$ cat src/rtl/pixwin_pkg.sv
package pixwin_pkg;

  localparam int SEL_W = 8;

  localparam logic [SEL_W-1:0] SEL_LEFT   = 8'h01;
  localparam logic [SEL_W-1:0] SEL_RIGHT  = 8'h02;
  localparam logic [SEL_W-1:0] SEL_TOP    = 8'h03;
  localparam logic [SEL_W-1:0] SEL_BOTTOM = 8'h04;

  typedef enum logic [2:0] {
    OP_PIXEL,
    OP_LEFT,
    OP_RIGHT,
    OP_TOP,
    OP_BOTTOM
  } win_op_e;

  function automatic win_op_e decode_sel(input logic [SEL_W-1:0] code);
    case (code)
      SEL_LEFT:   return OP_LEFT;
      SEL_RIGHT:  return OP_RIGHT;
      SEL_TOP:    return OP_TOP;
      SEL_BOTTOM: return OP_BOTTOM;
      default:    return OP_PIXEL;
    endcase
  endfunction

endpackage

$ cat src/rtl/pixwin_cursor.sv
module pixwin_cursor
  import pixwin_pkg::*;
#(
  parameter int COORD_W = 10
) (
  input  logic               clk,
  input  logic               rst_n,
  input  logic               accept,
  input  win_op_e            op,
  input  logic [COORD_W-1:0] val,
  output logic [COORD_W-1:0] cur_x,
  output logic [COORD_W-1:0] cur_y
);

  logic [COORD_W-1:0] left_q, right_q, top_q, bottom_q, x_q, y_q;
  logic [COORD_W-1:0] left_d, right_d, top_d, bottom_d, x_d, y_d;
  logic               col_end, row_end;

  assign col_end = (x_q >= right_q);
  assign row_end = (y_q >= bottom_q);

  always_comb begin
    left_d   = left_q;
    right_d  = right_q;
    top_d    = top_q;
    bottom_d = bottom_q;
    x_d      = x_q;
    y_d      = y_q;
    if (accept) begin
      case (op)
        OP_LEFT: begin
          left_d = val;
          x_d    = val;
        end
        OP_RIGHT:  right_d = val;
        OP_TOP: begin
          top_d = val;
          y_d   = val;
        end
        OP_BOTTOM: bottom_d = val;
        default: begin
          if (col_end) begin
            x_d = left_q;
            y_d = row_end ? top_q : y_q + 1'b1;
          end else begin
            x_d = x_q + 1'b1;
          end
        end
      endcase
    end
  end

  always_ff @(posedge clk or negedge rst_n) begin
    if (!rst_n) begin
      left_q   <= '0;
      right_q  <= '0;
      top_q    <= '0;
      bottom_q <= '0;
      x_q      <= '0;
      y_q      <= '0;
    end else if (accept) begin
      left_q   <= left_d;
      right_q  <= right_d;
      top_q    <= top_d;
      bottom_q <= bottom_d;
      x_q      <= x_d;
      y_q      <= y_d;
    end
  end

  assign cur_x = x_q;
  assign cur_y = y_q;

  assert_left_load_R2: assert property (@(posedge clk) disable iff (!rst_n)
    accept && op == OP_LEFT |=> x_q == $past(val) && left_q == $past(val));

  assert_top_load_R4: assert property (@(posedge clk) disable iff (!rst_n)
    accept && op == OP_TOP |=> y_q == $past(val) && top_q == $past(val));

  assert_col_step_R7: assert property (@(posedge clk) disable iff (!rst_n)
    accept && op == OP_PIXEL && x_q < right_q
    |=> x_q == $past(x_q) + 1'b1 && y_q == $past(y_q));

  assert_corner_wrap_R8: assert property (@(posedge clk) disable iff (!rst_n)
    accept && op == OP_PIXEL && x_q >= right_q && y_q >= bottom_q
    |=> x_q == $past(left_q) && y_q == $past(top_q));

endmodule

$ cat src/rtl/pixwin_wstage.sv
module pixwin_wstage #(
  parameter int FB_WIDTH = 480,
  parameter int COORD_W  = 10,
  parameter int PIX_W    = 16,
  parameter int ADDR_W   = 19
) (
  input  logic               clk,
  input  logic               rst_n,
  input  logic               issue,
  input  logic [COORD_W-1:0] x,
  input  logic [COORD_W-1:0] y,
  input  logic [PIX_W-1:0]   pix,
  output logic               we,
  output logic [ADDR_W-1:0]  addr,
  output logic [PIX_W-1:0]   wdata
);

  localparam logic [ADDR_W-1:0] WIDTH_K = ADDR_W'(FB_WIDTH);

  logic [ADDR_W-1:0] lin_d, addr_q;
  logic [PIX_W-1:0]  data_q;
  logic              we_q;

  always_comb begin
    lin_d = WIDTH_K * ADDR_W'(y) + ADDR_W'(x);
  end

  always_ff @(posedge clk or negedge rst_n) begin
    if (!rst_n) we_q <= 1'b0;
    else        we_q <= issue;
  end

  always_ff @(posedge clk or negedge rst_n) begin
    if (!rst_n) begin
      addr_q <= '0;
      data_q <= '0;
    end else if (issue) begin
      addr_q <= lin_d;
      data_q <= pix;
    end
  end

  assign we    = we_q;
  assign addr  = addr_q;
  assign wdata = data_q;

  assert_write_follows_R6: assert property (@(posedge clk) disable iff (!rst_n)
    issue |=> we_q && data_q == $past(pix)
              && addr_q == $past(WIDTH_K * ADDR_W'(y) + ADDR_W'(x)));

endmodule

$ cat src/rtl/pixwin_writer.sv
module pixwin_writer
  import pixwin_pkg::*;
#(
  parameter int FB_WIDTH = 480,
  parameter int COORD_W  = 10,
  parameter int PIX_W    = 16,
  parameter int ADDR_W   = 19
) (
  input  logic              clk,
  input  logic              rst_n,
  input  logic              sel_valid,
  input  logic [SEL_W-1:0]  sel_code,
  input  logic              din_valid,
  output logic              din_ready,
  input  logic [PIX_W-1:0]  din_data,
  output logic              mem_we,
  output logic [ADDR_W-1:0] mem_addr,
  output logic [PIX_W-1:0]  mem_wdata
);

  logic [SEL_W-1:0]   sel_q;
  win_op_e            op;
  logic               accept, issue;
  logic [COORD_W-1:0] cur_x, cur_y;

  always_ff @(posedge clk or negedge rst_n) begin
    if (!rst_n)         sel_q <= '0;
    else if (sel_valid) sel_q <= sel_code;
  end

  assign op        = decode_sel(sel_q);
  assign din_ready = !mem_we;
  assign accept    = din_valid && din_ready;
  assign issue     = accept && (op == OP_PIXEL);

  pixwin_cursor #(
    .COORD_W (COORD_W)
  ) u_cursor (
    .clk    (clk),
    .rst_n  (rst_n),
    .accept (accept),
    .op     (op),
    .val    (din_data[COORD_W-1:0]),
    .cur_x  (cur_x),
    .cur_y  (cur_y)
  );

  pixwin_wstage #(
    .FB_WIDTH (FB_WIDTH),
    .COORD_W  (COORD_W),
    .PIX_W    (PIX_W),
    .ADDR_W   (ADDR_W)
  ) u_wstage (
    .clk   (clk),
    .rst_n (rst_n),
    .issue (issue),
    .x     (cur_x),
    .y     (cur_y),
    .pix   (din_data),
    .we    (mem_we),
    .addr  (mem_addr),
    .wdata (mem_wdata)
  );

  assert_write_gap_R9: assert property (@(posedge clk) disable iff (!rst_n)
    mem_we |=> !mem_we);

  assert_bound_silent_R3: assert property (@(posedge clk) disable iff (!rst_n)
    accept && op != OP_PIXEL |=> !mem_we);

  assert_sel_order_R10: assert property (@(posedge clk) disable iff (!rst_n)
    sel_valid && accept && decode_sel(sel_q) == OP_PIXEL |=> mem_we);

endmodule

$ cat config.mk
export PLATFORM = sky130hd
export DESIGN_NAME = pixwin_writer
export DESIGN_NICKNAME = d
export VERILOG_FILES = /design/src/rtl/pixwin_pkg.sv /design/src/rtl/pixwin_cursor.sv /design/src/rtl/pixwin_wstage.sv /design/src/rtl/pixwin_writer.sv
export SDC_FILE = /design/constraint.sdc
export NUM_CORES = 1
export LEC_CHECK = 0
export BUFFER_PORTS_ARGS = -buffer_cell sky130_fd_sc_hd__buf_4
export CAP_MARGIN = 30
export CORE_ASPECT_RATIO = 0.8
export CORE_UTILIZATION = 35
export DETAILED_ROUTE_END_ITERATION = 16
export GPL_TIMING_DRIVEN = 1
export PLACE_DENSITY_LB_ADDON = 0.12
export RECOVER_POWER = 100
export SETUP_SLACK_MARGIN = 0.02
export SLEW_MARGIN = 0
export SYNTH_ARGS = -nofsm -noshare
export SYNTH_HDL_FRONTEND = slang
export SYNTH_HIERARCHICAL = 1
export SYNTH_SLANG_ARGS = --single-unit
$ cat constraint.sdc
create_clock -name clk -period 6.75 [get_ports clk]
set_clock_uncertainty 0.05 [all_clocks]
set_input_delay 1.35 -clock clk [delete_from_list [all_inputs] [get_ports clk]]
set_output_delay 1.35 -clock clk [all_outputs]
set_load 0.005 [all_outputs]
==> metrics.txt <==
status=finished with violations; failing checks=capacitance limit, slew limit; effective utilization at floorplan=36.0%; relative area change from synthesis to final layout=13.7%; post-layout instance count excluding filler cells=940; Arr. time, crit path=approximately 5.3 ns; count of distinct cell types in the synthesized netlist=72; Worst Setup Start Kind=input pin; global route overflow=0; Total Negative Setup Slacks=0 ns; Syn Std Cell Area=between 6000 and 7000 sq um; total CTS buffers=9; Tightest Hold Check Type=reg -> reg; pin count of the biggest net entering global routing=67; final weighted congestion of routability-driven global placement=0.822; Resized Gates After CTS=0; CTS clk-pin slew, worst paths=0.07 ns; clock tree root driver cell=clkbuf_16; antenna cells=0; post-synthesis async set-or-reset flop share=100%; Post-Place Cells=924; dominant cell type by area after synthesis=dfrtp_1; longest individual stage delay on the worst path=~2.2 ns; count of warnings emitted by yosys=6; total half-perimeter wirelength after legalization and detailed placement=between 10 and 15 mm; buffer levels on the longest clock path=2; gr busiest metal=met2; largest cells by area after synthesis=dfrtp_1 (40%), ha_1 (8.4%), mux2_2 (7.7%); count of endpoints failing setup in the final report=0; #FFs+latches synth=roughly 100; unrepaired setup endpoints after global routing=no; count of port buffers added during placement=64; clock tree sinks=roughly 100; width of the die=~160 um; TritonCTS clock tree=done; share of post-route cells with drive strength above 1=between 20% and 30%; worst rel slew slack=-74.1%; max-capacitance violation count=5; Period Utilization, post-route=74.6%; average detailed-routed wire length per instance=~16 um; Slew Viols, Final=170; total number of vias=4684; Worst setup EP type=flop; post-layout min period=5.04 ns; number of cell rows=44; antenna violations before repair=0; post-synth net total=714; Post-Syn Area per Cell=10.5 sq um; total setup buffers inserted after CTS=0; Die Y=around 120 um; Slew @ Worst Pin=~2.6 ns; peak fanout along the critical path=14; clock latency reported for the late side of the worst-skew pair=around 0.35 ns; Floorplan Core Area=between 15000 and 20000 sq um; DRT Pass-1 Iters=5; global-route wire length before repair=between 20 and 30 mm; kind of critical path=in -> reg; cell chain of the critical path=clkbuf_4 > nor2b_1 > o21ai_0 > o311ai_1 > o22ai_1 > a21oi_1; die area=19300 sq um; via count of the first global-routing pass=4897; part of the Yosys area used for sequential elements=a little under 40%; fraction of synthesized cell area taken by the top area cell type=39.7%; Slowest-stage cell, CP=o311ai_1; final hold viol count=0; global routing usage summed across all routing layers=between 10% and 20%; flop-to-flop setup slack=between 1.5 and 2 ns; number of enable flip-flop cells after synthesis=0; post-detailed-route count of antenna-violating nets=0; 1st-iter DRT viols=slightly below 200; Final nets=773; met1 Use GR=23.8%; Clock H-tree levels=3; maximum clock frequency=199 MHz; vias per cell=approximately 5; most instantiated flip-flop cell in the synthesis netlist=dfrtp_1; DR DRC count=0; met2 track demand over resource=about a quarter; I/O pin cnt=65; hold-fix buffer count after cts=0; routed wire length=between 10 and 15 mm; met3 demand-to-capacity share in global routing=under 10%; Post-Synthesis Cells=about 620; required time at the worst-slack endpoint=roughly 7.0 ns
-- cells by family after synthesis --
family,Yosys count,share of synthesized area [%]
multiplexers,61,10.2
XOR/XNOR,29,3.87
adder cells (fa/ha/maj),62,13.9
buffers and inverters,87,5.71
flip-flops,104,39.7
AO/OA/AOI/OAI,127,14.6
AND/OR/NAND/NOR,154,12.1
-- flip-flops by register name (all words and copies together) (netlist names), 10 cells and up --
| signal | flops |
|---|---|
| u_wstage/addr | 19 |
| u_wstage/wdata | 16 |
| u_cursor/bottom_q | 10 |
| u_cursor/cur_x | 10 |
| u_cursor/cur_y | 10 |
| u_cursor/left_q | 10 |
| u_cursor/right_q | 10 |
| u_cursor/top_q | 10 |
-- routing by layer --
metal	vias to the layer above	share of wire [%]
met1	2293	50
met2	83	45
li1	2295	-
met3	13	3.7
met4	0	1.4
met5	-	0
-- cell usage in the layout, fill, tap and decap left out, types with 10 or more instances in the layout --
| master | netlist | layout |
|---|---|---|
| a21oi_1 | 24 | 24 |
| xnor2_1 | 19 | 19 |
| a22oi_1 | 11 | 11 |
| fa_1 | 18 | 18 |
| mux2_2 | 45 | 45 |
| clkbuf_4 | 0 | 37 |
| nor2_1 | 27 | 27 |
| mux2i_1 | 16 | 16 |
| ha_1 | 44 | 44 |
| nand3_1 | 12 | 12 |
| inv_1 | 66 | 66 |
| dfrtp_1 | 104 | 104 |
| o21ai_0 | 26 | 36 |
| xor2_1 | 10 | 10 |
| nand2_1 | 62 | 62 |
| buf_4 | 2 | 24 |
-- cell usage after synthesis (all sizes together) (3+ instances only) --
library cell	count
a21oi	25
inv	66
xor2	10
o21a	7
xnor2	19
nor4	5
ha	44
nand4	7
clkbuf	7
a21o	5
nand2	62
o211ai	4
a211oi	6
nor3	6
a22oi	11
o221ai	7
o21ai	36
nor3b	5
dfrtp	104
buf	14
a31oi	5
or2	3
or3b	3
and2	4
mux2	45
nand2b	5
fa	18
nor2	29
mux2i	16
nand3	13
-- area by class of cell --
cell class                 count  area [sq um]
sequential                   104          2600
multi-input combinational    433          3500
clock buffer                  10           229
fill                        1825         10800
inverter                      66           248
tap                          253           317
timing repair buffer          69           489
clock inverter                 5          65.1
-- path summary, 6_finish.rpt --
kind / cells after the start / endpoint / start
setup / recovery: 6 / u_cursor/cur_y[0] / din_valid
max in group asynchronous: 3 / u_wstage/addr[10] / rst_n
setup reg to reg: 8 / u_cursor/cur_y[0] / sel_q[5]
min in group asynchronous: 1 / u_cursor/bottom_q[7] / rst_n
hold / removal: 2 / u_cursor/top_q[6] / u_cursor/top_q[6]
hold reg to reg: 2 / u_cursor/top_q[6] / u_cursor/top_q[6]
-- worst max-delay path, delay by kind of cell --
| family | cells | cell delay [ns] |
|---|---|---|
| buf+inv | 1 | 0.09 |
| simple gates | 1 | 0.39 |
| compound gates | 4 | 3.41 |
-- through the flow --
step	utilization, %	hold WS (ns)	setup WS, ns	cell area [sq um]
3_5_place_dp	39.9	0.417	2.73	7280
5_1_grt	40.9	0.466	1.25	7450
4_1_cts	41.6	0.435	2.72	7570
3_3_place_gp	39.8	0.412	2.81	7250
2_1_floorplan	-	0.395	3.02	6560
6_report	40.9	0.432	1.71	7450
Power is not shown: default switching activity piles up to over one toggle a cycle in this logic, so the estimate is an artifact.
